**src/rtl/cvpi_pkg.sv**
```systemverilog
package cvpi_pkg;
    localparam int CVPI_CV_W_DEF   = 5;
    localparam int CVPI_PEND_W_DEF = 4;
    localparam int CVPI_CNT_W_DEF  = 16;
endpackage

```
**src/rtl/cvpi_state.sv**
```systemverilog
module cvpi_state #(
    parameter int              CV_W    = cvpi_pkg::CVPI_CV_W_DEF,
    parameter logic [CV_W-1:0] INIT_CV = 5'b10011
) (
    input  logic clk_i,
    input  logic rst_ni,
    input  logic accept_i,
    output logic slot_busy_o,
    output logic idle_o
);
    typedef struct packed {
        logic [CV_W-1:0] rsv;
    } state_t;

    state_t          st_d, st_q;
    logic [CV_W-1:0] aged;

    for (genvar k = 0; k < CV_W; k++) begin : g_age
        if (k == CV_W - 1) begin : g_top
            assign aged[k] = 1'b0;
        end else begin : g_mid
            assign aged[k] = st_q.rsv[k+1];
        end
    end

    always_comb begin
        st_d     = st_q;
        st_d.rsv = aged | (accept_i ? INIT_CV : '0);
    end

    always_ff @(posedge clk_i or negedge rst_ni) begin
        if (!rst_ni) st_q <= '0;
        else         st_q <= st_d;
    end

    assign slot_busy_o = st_q.rsv[0];
    assign idle_o      = (st_q.rsv == '0);

    AST_MERGE_PATTERN: assert property (@(posedge clk_i) disable iff (!rst_ni)
        accept_i |=> ((st_q.rsv & INIT_CV) == INIT_CV));
    AST_SHIFT_ONLY: assert property (@(posedge clk_i) disable iff (!rst_ni)
        !accept_i |=> (st_q.rsv == ($past(st_q.rsv) >> 1)));
    AST_SLOT_FREE: assert property (@(posedge clk_i) disable iff (!rst_ni)
        accept_i |-> !st_q.rsv[0]);
endmodule

```
**src/rtl/cvpi_backlog.sv**
```systemverilog
module cvpi_backlog #(
    parameter int PEND_W = cvpi_pkg::CVPI_PEND_W_DEF
) (
    input  logic clk_i,
    input  logic rst_ni,
    input  logic req_i,
    input  logic accept_i,
    output logic work_o,
    output logic pend_nz_o
);
    typedef struct packed {
        logic [PEND_W-1:0] cnt;
    } bl_t;

    bl_t bl_d, bl_q;

    always_comb begin
        bl_d     = bl_q;
        bl_d.cnt = bl_q.cnt + PEND_W'(req_i) - PEND_W'(accept_i);
    end

    always_ff @(posedge clk_i or negedge rst_ni) begin
        if (!rst_ni) bl_q <= '0;
        else         bl_q <= bl_d;
    end

    assign pend_nz_o = (bl_q.cnt != '0);
    assign work_o    = req_i | pend_nz_o;

    AST_NO_OVERFLOW: assert property (@(posedge clk_i) disable iff (!rst_ni)
        (req_i && !accept_i) |-> (bl_q.cnt != '1));
    AST_ACC_HAS_WORK: assert property (@(posedge clk_i) disable iff (!rst_ni)
        accept_i |-> (req_i || bl_q.cnt != '0));
    AST_WAIT_KEPT: assert property (@(posedge clk_i) disable iff (!rst_ni)
        (req_i && !accept_i) |=> (bl_q.cnt != '0));
endmodule

```
**src/rtl/cvpi_counters.sv**
```systemverilog
module cvpi_counters #(
    parameter int CNT_W = cvpi_pkg::CVPI_CNT_W_DEF
) (
    input  logic             clk_i,
    input  logic             rst_ni,
    input  logic             accept_i,
    output logic [CNT_W-1:0] acc_o,
    output logic [CNT_W-1:0] cyc_o
);
    typedef struct packed {
        logic [CNT_W-1:0] acc;
        logic [CNT_W-1:0] cyc;
    } cnt_t;

    cnt_t c_d, c_q;

    always_comb begin
        c_d     = c_q;
        c_d.cyc = c_q.cyc + 1'b1;
        if (accept_i) c_d.acc = c_q.acc + 1'b1;
    end

    always_ff @(posedge clk_i or negedge rst_ni) begin
        if (!rst_ni) c_q <= '0;
        else         c_q <= c_d;
    end

    assign acc_o = c_q.acc;
    assign cyc_o = c_q.cyc;

    AST_ACC_STEP: assert property (@(posedge clk_i) disable iff (!rst_ni)
        accept_i |=> (c_q.acc == CNT_W'($past(c_q.acc) + 1'b1)));
    AST_ACC_HOLD: assert property (@(posedge clk_i) disable iff (!rst_ni)
        !accept_i |=> $stable(c_q.acc));
    AST_CYC_STEP: assert property (@(posedge clk_i) disable iff (!rst_ni)
        rst_ni |=> (c_q.cyc == CNT_W'($past(c_q.cyc) + 1'b1)));
endmodule

```
**src/rtl/cvpi_ctrl.sv**
```systemverilog
module cvpi_ctrl #(
    parameter int              CV_W    = cvpi_pkg::CVPI_CV_W_DEF,
    parameter logic [CV_W-1:0] INIT_CV = 5'b10011,
    parameter int              PEND_W  = cvpi_pkg::CVPI_PEND_W_DEF,
    parameter int              CNT_W   = cvpi_pkg::CVPI_CNT_W_DEF
) (
    input  logic             clk_i,
    input  logic             rst_ni,
    input  logic             req_i,
    output logic             accept_o,
    output logic             busy_o,
    output logic [CNT_W-1:0] acc_cnt_o,
    output logic [CNT_W-1:0] cyc_cnt_o
);
    logic slot_busy, rsv_idle, work, pend_nz;

    cvpi_state #(.CV_W(CV_W), .INIT_CV(INIT_CV)) u_state (
        .clk_i       (clk_i),
        .rst_ni      (rst_ni),
        .accept_i    (accept_o),
        .slot_busy_o (slot_busy),
        .idle_o      (rsv_idle)
    );

    cvpi_backlog #(.PEND_W(PEND_W)) u_backlog (
        .clk_i     (clk_i),
        .rst_ni    (rst_ni),
        .req_i     (req_i),
        .accept_i  (accept_o),
        .work_o    (work),
        .pend_nz_o (pend_nz)
    );

    cvpi_counters #(.CNT_W(CNT_W)) u_counters (
        .clk_i    (clk_i),
        .rst_ni   (rst_ni),
        .accept_i (accept_o),
        .acc_o    (acc_cnt_o),
        .cyc_o    (cyc_cnt_o)
    );

    assign accept_o = work & ~slot_busy;
    assign busy_o   = pend_nz | ~rsv_idle;

    AST_IDLE_TAKES_REQ: assert property (@(posedge clk_i) disable iff (!rst_ni)
        (!busy_o && req_i) |-> accept_o);
    AST_BUSY_AFTER_ACC: assert property (@(posedge clk_i) disable iff (!rst_ni)
        (accept_o && (INIT_CV != '0)) |=> busy_o);
    AST_NO_IDLE_ACCEPT: assert property (@(posedge clk_i) disable iff (!rst_ni)
        (!busy_o && !req_i) |-> !accept_o);
endmodule

```
**config.mk**
```make
export PLATFORM = sky130hd
export DESIGN_NAME = cvpi_ctrl
export DESIGN_NICKNAME = d
export VERILOG_FILES = /design/src/rtl/cvpi_pkg.sv /design/src/rtl/cvpi_state.sv /design/src/rtl/cvpi_backlog.sv /design/src/rtl/cvpi_counters.sv /design/src/rtl/cvpi_ctrl.sv
export SDC_FILE = /design/constraint.sdc
export NUM_CORES = 1
export LEC_CHECK = 0
export BUFFER_PORTS_ARGS = -buffer_cell sky130_fd_sc_hd__buf_2
export CAP_MARGIN = 20
export CORE_UTILIZATION = 40
export DETAILED_ROUTE_END_ITERATION = 7
export PLACE_DENSITY = 0.72
export SYNTH_ARGS = -nofsm -noshare
export SYNTH_HDL_FRONTEND = slang
export SYNTH_HIERARCHICAL = 1
export SYNTH_SLANG_ARGS = --single-unit
```
**constraint.sdc**
```tcl
create_clock -name clk_i -period 2.8 [get_ports clk_i]
set_input_delay 0.14 -clock clk_i [delete_from_list [all_inputs] [get_ports clk_i]]
set_output_delay 0.14 -clock clk_i [all_outputs]
set_load 0.02 [all_outputs]
```
==> results of run 1 <==
worst register-to-register path: cells and delay by family (launching register included):
family | cells | cell delay (ns)
xor+xnor | 1 | 0.14
flops | 1 | 0.37
buf+inv | 3 | 0.17
simple gates | 3 | 0.53
fa+ha+maj | 4 | 0.96
layout by cell type (no fill, tap or decap), types with 3 or more instances in the layout:
master	n
nand2_1	8
clkbuf_8	7
ha_1	7
buf_2	36
nor3_1	3
xor2_1	15
or2_2	3
xnor2_1	16
and3_1	6
dfrtp_1	41
inv_1	11
nor2_1	5
nand3_1	12
stage by stage:
step	area, um2	worst slack [ns]
finish	2140	0.529
global route	2140	0.402
CTS	2140	0.509
detailed placement	2040	0.527
global placement	2040	0.593
floorplan	1790	0.620
Yosys cell counts (2+ instances only):
| library cell | count | area share [%] |
|---|---|---|
| nor2_1 | 5 | 1.0 |
| nor3_1 | 3 | 0.84 |
| xnor2_1 | 16 | 7.8 |
| and3_1 | 6 | 2.1 |
| or2_2 | 3 | 1.0 |
| nand3_1 | 12 | 3.3 |
| nand4_1 | 2 | 0.70 |
| inv_1 | 11 | 2.3 |
| ha_1 | 7 | 4.9 |
| xor2_1 | 15 | 7.3 |
| nor4_4 | 2 | 2.4 |
| nand2_1 | 8 | 1.7 |
| dfrtp_1 | 41 | 57 |
final timing paths:
kind	slack [ns]	start	endpoint	cells after the start
setup reg to reg	0.53	u_backlog/bl_q[2]	u_backlog/bl_q[2]	11
max in group asynchronous	2.28	rst_ni	u_counters/cyc_o[4]	1
min in group clk_i	0.12	req_i	u_backlog/bl_q[0]	2
setup / recovery	0.53	u_backlog/bl_q[2]	u_backlog/bl_q[2]	11
hold / removal	-0.03	rst_ni	u_state/st_q[3]	1
hold reg to reg	0.38	u_state/st_q[4]	u_state/st_q[3]	0
cell families after synthesis:
family / synth area share (%)
xor gates and xnor gates: 15.1
buffers and inverters: 2.30
adders and majority gates: 6.00
and+or+nand+nor: 17.8
AOI/OAI and AO/OA: 0.907
muxes: 0.628
DFF: 57.2
state kept, by name, indices dropped and copies added, names as in the netlist:
signal and cells:
u_state/st_q 5, u_counters/acc_o 16, u_counters/cyc_o 16, u_backlog/bl_q 4
metal layers:
metal / global-route usage [%] / routed length, um / vias to the layer above
met5: 0 / 0 / -
met4: 6.89 / 60 / 0
met3: 5.92 / 192 / 7
met2: 21.8 / 1260 / 37
met1: 19.9 / 1400 / 528
li1: - / - / 560
power by group:
| group | internal (W) | switching, W |
|---|---|---|
| logic | 0.000208 | 0.000265 |
| registers | 0.000704 | 0.0000911 |
| clock network | 0.000223 | 0.000194 |
| total | 0.00113 | 0.000550 |
area by class of cell:
class	count	area, um2	area share, %
Tap cell	50	62.6	2.93
Clock inverter	1	5.00	0.234
Sequential cell	41	1030	48.0
Clock buffer	7	96.3	4.51
Multi-Input combinational cell	92	726	34.0
Inverter	11	41.3	1.93
Timing Repair Buffer	36	180	8.43
==> results.md, run 1 <==
* Remaining Overflow, GRT at 0
* First-pass GRT wire length at 5060 um
* Max Cap Viol at 0
* Commonest register cell after synthesis: dfrtp_1
* Min-Delay Path Class: input pin to asynchronous set/reset pin
* Final #Nets at 198
* Final setup violation count at 0
* Clock Latency Late Sink at 0.29 ns
* Share of cells above drive strength 1 at 30.3%
* Sequential fraction of the synthesis area at 57.2%
* Crit start category: flop
* Post CTS Setup Buffer Count at 0
* Syn Area/Cell at 12.5 um2
* Root Buffer: clkbuf_8
* Crit path kind: flop to flop
* Port Buffers at 36
* CP max FO at 11
* Pins Over Slew Limit at 0
* Min Tclk post-route at 2.27 ns
* Overall power at 0.00168 W
* Vias in the first global route at 1097
* Hold buffers post-CTS at 0
* Buf/Inv on CP at 3
* Row count at 23
* Asr flop ratio synth at 100%
* ANT cells at 0
* H-tree Lvls at 2
* Worst-margin pin slew at 0.881 ns
* Initial antenna violation count at 0
* Ys Warns at 6
* Setup TNS at 0 ns
* Total wire length at 2910 um
* Highest Clock Rate at 0.440 GHz
* Final Util at 51.6%
* Post-CTS resize count at 0
* I/O pin total at 37
* Initial DRC count at 52
* Via count at 1132
* Synth Register Bits at 41
* CP Capture Type: flop
* Largest net degree at the start of global routing at 42
* Total GRT Usage at 15.1%
* Cells along the critical path: inv_1, ha_1, nand3_1, or2_2, nor2b_4, ha_1, inv_1, ha_1, inv_1, fa_1, xnor2_1
* Max Root-Sink Buffers at 2
* Peak supply drop at 0.000304 V
* Slowest cell on crit path: dfrtp_1
* Max stage delay on crit path at 0.37 ns
* Routability cong. at 0.714
* Worst Clk Skew at 0.00318 ns
* Post-Layout Cell Count at 238
* Post-synth EDFFs at 0
* Starting Density at 43.3%
* Sink Count at 41
* DRT Pass-1 Iters at 4
* Hold slack at -0.0284 ns
* Hold Violations, Final at 41
* Routed wire per std cell at 12.2 um
* Relative slew slack at 41.3%
* Area Overhead vs Synth at 19.2%
* Final worst path period share at 81.1%
* CTS Buf Count at 5
* Post-Synthesis Cells at 144
* Critical Path AT at 2.45 ns
* Vias/cell at 4.76
* Reported leakage power at 1.13 nW
* Clock Pin Slew Worst Setup and Hold Paths at 0.07 ns
* Die Width at 69.0 um
* Detail Placement HPWL at 2090 um
* Final ANT Viol Nets at 0
* Outcome: finished, violations left
* Core Area at 0.00414 mm2
* Die area at 0.00475 mm2
* Synth cell types at 26
* Failing checks: negative hold slack
* Family with the most delay on the worst path: adder cells
* Die Y at 69.0 um
* Synthesized area at 0.00179 mm2
* RSZ-0062 raised after global routing: false
* Net count after synthesis at 155
* Cell Pwr Density at 788 mW/mm2
* CTS tree: built
* Filler Cell Count at 385
* WP data required at 2.98 ns
* DRC viols at 0
* Cell Count Post-Placement at 230
No activity file was read; power rests on OpenSTA's default activity.
==> inputs of run 2 (changes only) <==
--- a/config.mk
+++ b/config.mk
@@ -9,7 +9,7 @@
 export CAP_MARGIN = 20
 export CORE_UTILIZATION = 40
 export DETAILED_ROUTE_END_ITERATION = 7
-export PLACE_DENSITY = 0.72
+export PLACE_DENSITY = 0.75
 export SYNTH_ARGS = -nofsm -noshare
 export SYNTH_HDL_FRONTEND = slang
 export SYNTH_HIERARCHICAL = 1
==> constraint.sdc (replaced) <==
create_clock -name clk_i -period 2 [get_ports clk_i]
set_input_delay 0.1 -clock clk_i [delete_from_list [all_inputs] [get_ports clk_i]]
set_output_delay 0.1 -clock clk_i [all_outputs]
set_load 0.02 [all_outputs]
==> results.md, run 2 (same netlist as run 1, synthesis figures left out) <==
* Die area at 0.00475 mm2
* Root Buffer: clkbuf_8
* Via count at 1206
* CP most frequent cell: inv_2
* Clock Pin Slew Worst Setup and Hold Paths at 0.08 ns
* Filler Cell Count at 364
* Hold Violations, Final at 0
* Pre-CTS WS at -0.144 ns
* Peak supply drop at 0.000408 V
* Max Cap Viol at 0
* Detail Placement HPWL at 2220 um
* Initial DRC count at 63
* Highest Clock Rate at 0.484 GHz
* Outcome: finished, violations left
* Final worst path period share at 103%
* Critical Path AT at 2.25 ns
* Cells along the critical path: inv_2, ha_4, nand3_2, or2_4, nor2b_4, ha_4, inv_2, ha_4, inv_2, fa_2, inv_2
* Max Root-Sink Buffers at 2
* Commonest non-fill, non-tap cell in the layout: dfrtp_1
* Multi-input combinational cell area at 783 um2
* First-pass GRT wire length at 4970 um
* Remaining Overflow, GRT at 0
* Final Util at 54.5%
* Clock Latency Late Sink at 0.29 ns
* H-tree Lvls at 2
* Row count at 23
* Max stage delay on crit path at 0.52 ns
* Die Y at 69.0 um
* Final #Nets at 206
* Core Area at 0.00414 mm2
* ANT cells at 0
* Relative slew slack at 59.2%
* Post-Layout Cell Count at 245
* Share of cells above drive strength 1 at 37.9%
* Vias in the first global route at 1096
* Starting Density at 43.3%
* Total wire length at 3130 um
* Crit path kind: flop to flop
* Slowest cell on crit path: fa_2
* CTS tree: built
* Family with the most delay on the worst path: adder cells
* Cell Pwr Density at 1160 mW/mm2
* WP data required at 2.19 ns
* Min-Delay Path Class: input pin to flop
* Port Buffers at 36
* CTS Buf Count at 5
* Total GRT Usage at 14.7%
* Design Area, Final at 0.00226 mm2
* DRC viols at 0
* Worst Clk Skew at 0.00508 ns
* Initial antenna violation count at 0
* Buf/Inv on CP at 4
* Reported leakage power at 1.18 nW
* Cell Count Post-Placement at 237
* Commonest cells after routing, fill and taps aside: dfrtp_1 (41), buf_2 (36), xnor2_1 (16)
* Routability cong. at 0.717
* Register area at 0.00103 mm2
* RSZ-0062 raised after global routing: true
* Routed wire per std cell at 12.8 um
* CP max FO at 2
* Cell Area, Placed at 0.00212 mm2
* Min Tclk post-route at 2.07 ns
* Crit start category: flop
* Sink Count at 41
* Failing checks: negative setup slack
* Worst Setup Slack, final at -0.0655 ns
* Largest net degree at the start of global routing at 29
* Final ANT Viol Nets at 0
* Vias/cell at 4.92
* Worst-margin pin slew at 0.612 ns
* Area Overhead vs Synth at 26.0%
* Final setup violation count at 1
* DRT Pass-1 Iters at 4
* CP Capture Type: flop
* Die Width at 69.0 um
* Pins Over Slew Limit at 0
* I/O pin total at 37
-- run 2: timing repair --
item                       CTS  global route
gates resized for setup      4             4
cloned                       0             0
buffers inserted             1             0
hold endpoints to repair    26             0
setup endpoints to repair    4            11
hold buffers                 1             0
pin swaps                    7             1
-- run 2: worst reg2reg max path: stages, from the launching register on --
cell and delay, ns:
dfrtp_1 0.37, inv_2 0.08, ha_4 0.13, nand3_2 0.06
or2_4 0.22, nor2b_4 0.13, ha_4 0.21, inv_2 0.06
ha_4 0.12, inv_2 0.03, fa_2 0.52, inv_2 0.03
-- run 2: layout make-up --
class / instances / share of cell area [%]
Multi-Input combinational cell: 92 / 34.7
Timing Repair Buffer: 44 / 10.7
Tap cell: 50 / 2.77
Clock buffer: 5 / 3.05
Inverter: 11 / 1.83
Sequential cell: 41 / 45.4
Clock inverter: 2 / 1.55
-- run 2: per-layer routing --
metal,up-vias,track usage [%],wire length (um)
met4,0,7.65,57
met3,7,3.95,150
met5,-,0,0
li1,576,-,-
met2,33,22.3,1490
met1,590,19.1,1440
-- run 2: power by group --
group          internal, W  leakage (nW)  switching [W]
logic             0.000411         0.606       0.000441
clock network     0.000363        0.0540       0.000276
registers         0.000986         0.518       0.000135
-- run 2: final timing paths --
check / cells past startpoint / from / end / slack (ns)
worst max-delay path: 11 / u_backlog/bl_q[2] / u_backlog/bl_q[1] / -0.07
worst min-delay path: 2 / req_i / u_backlog/bl_q[0] / 0.08
worst max register to register: 11 / u_backlog/bl_q[2] / u_backlog/bl_q[1] / -0.07
worst min register to register: 0 / u_state/st_q[3] / u_state/st_q[2] / 0.38
max in group asynchronous: 3 / rst_ni / u_counters/acc_o[1] / 1.09
min in group asynchronous: 2 / rst_ni / u_counters/acc_o[6] / 0.35
-- run 2: through the flow --
stage               hold slack [ns]  setup TNS (ns)  total power (W)
floorplan                    -0.196          -0.174          0.00166
global placement              0.144         -0.0850          0.00189
detailed placement            0.151          -0.241          0.00193
CTS                          0.0751          -0.129          0.00264
global route                 0.0771          -0.235          0.00281
finish                       0.0812         -0.0655          0.00261
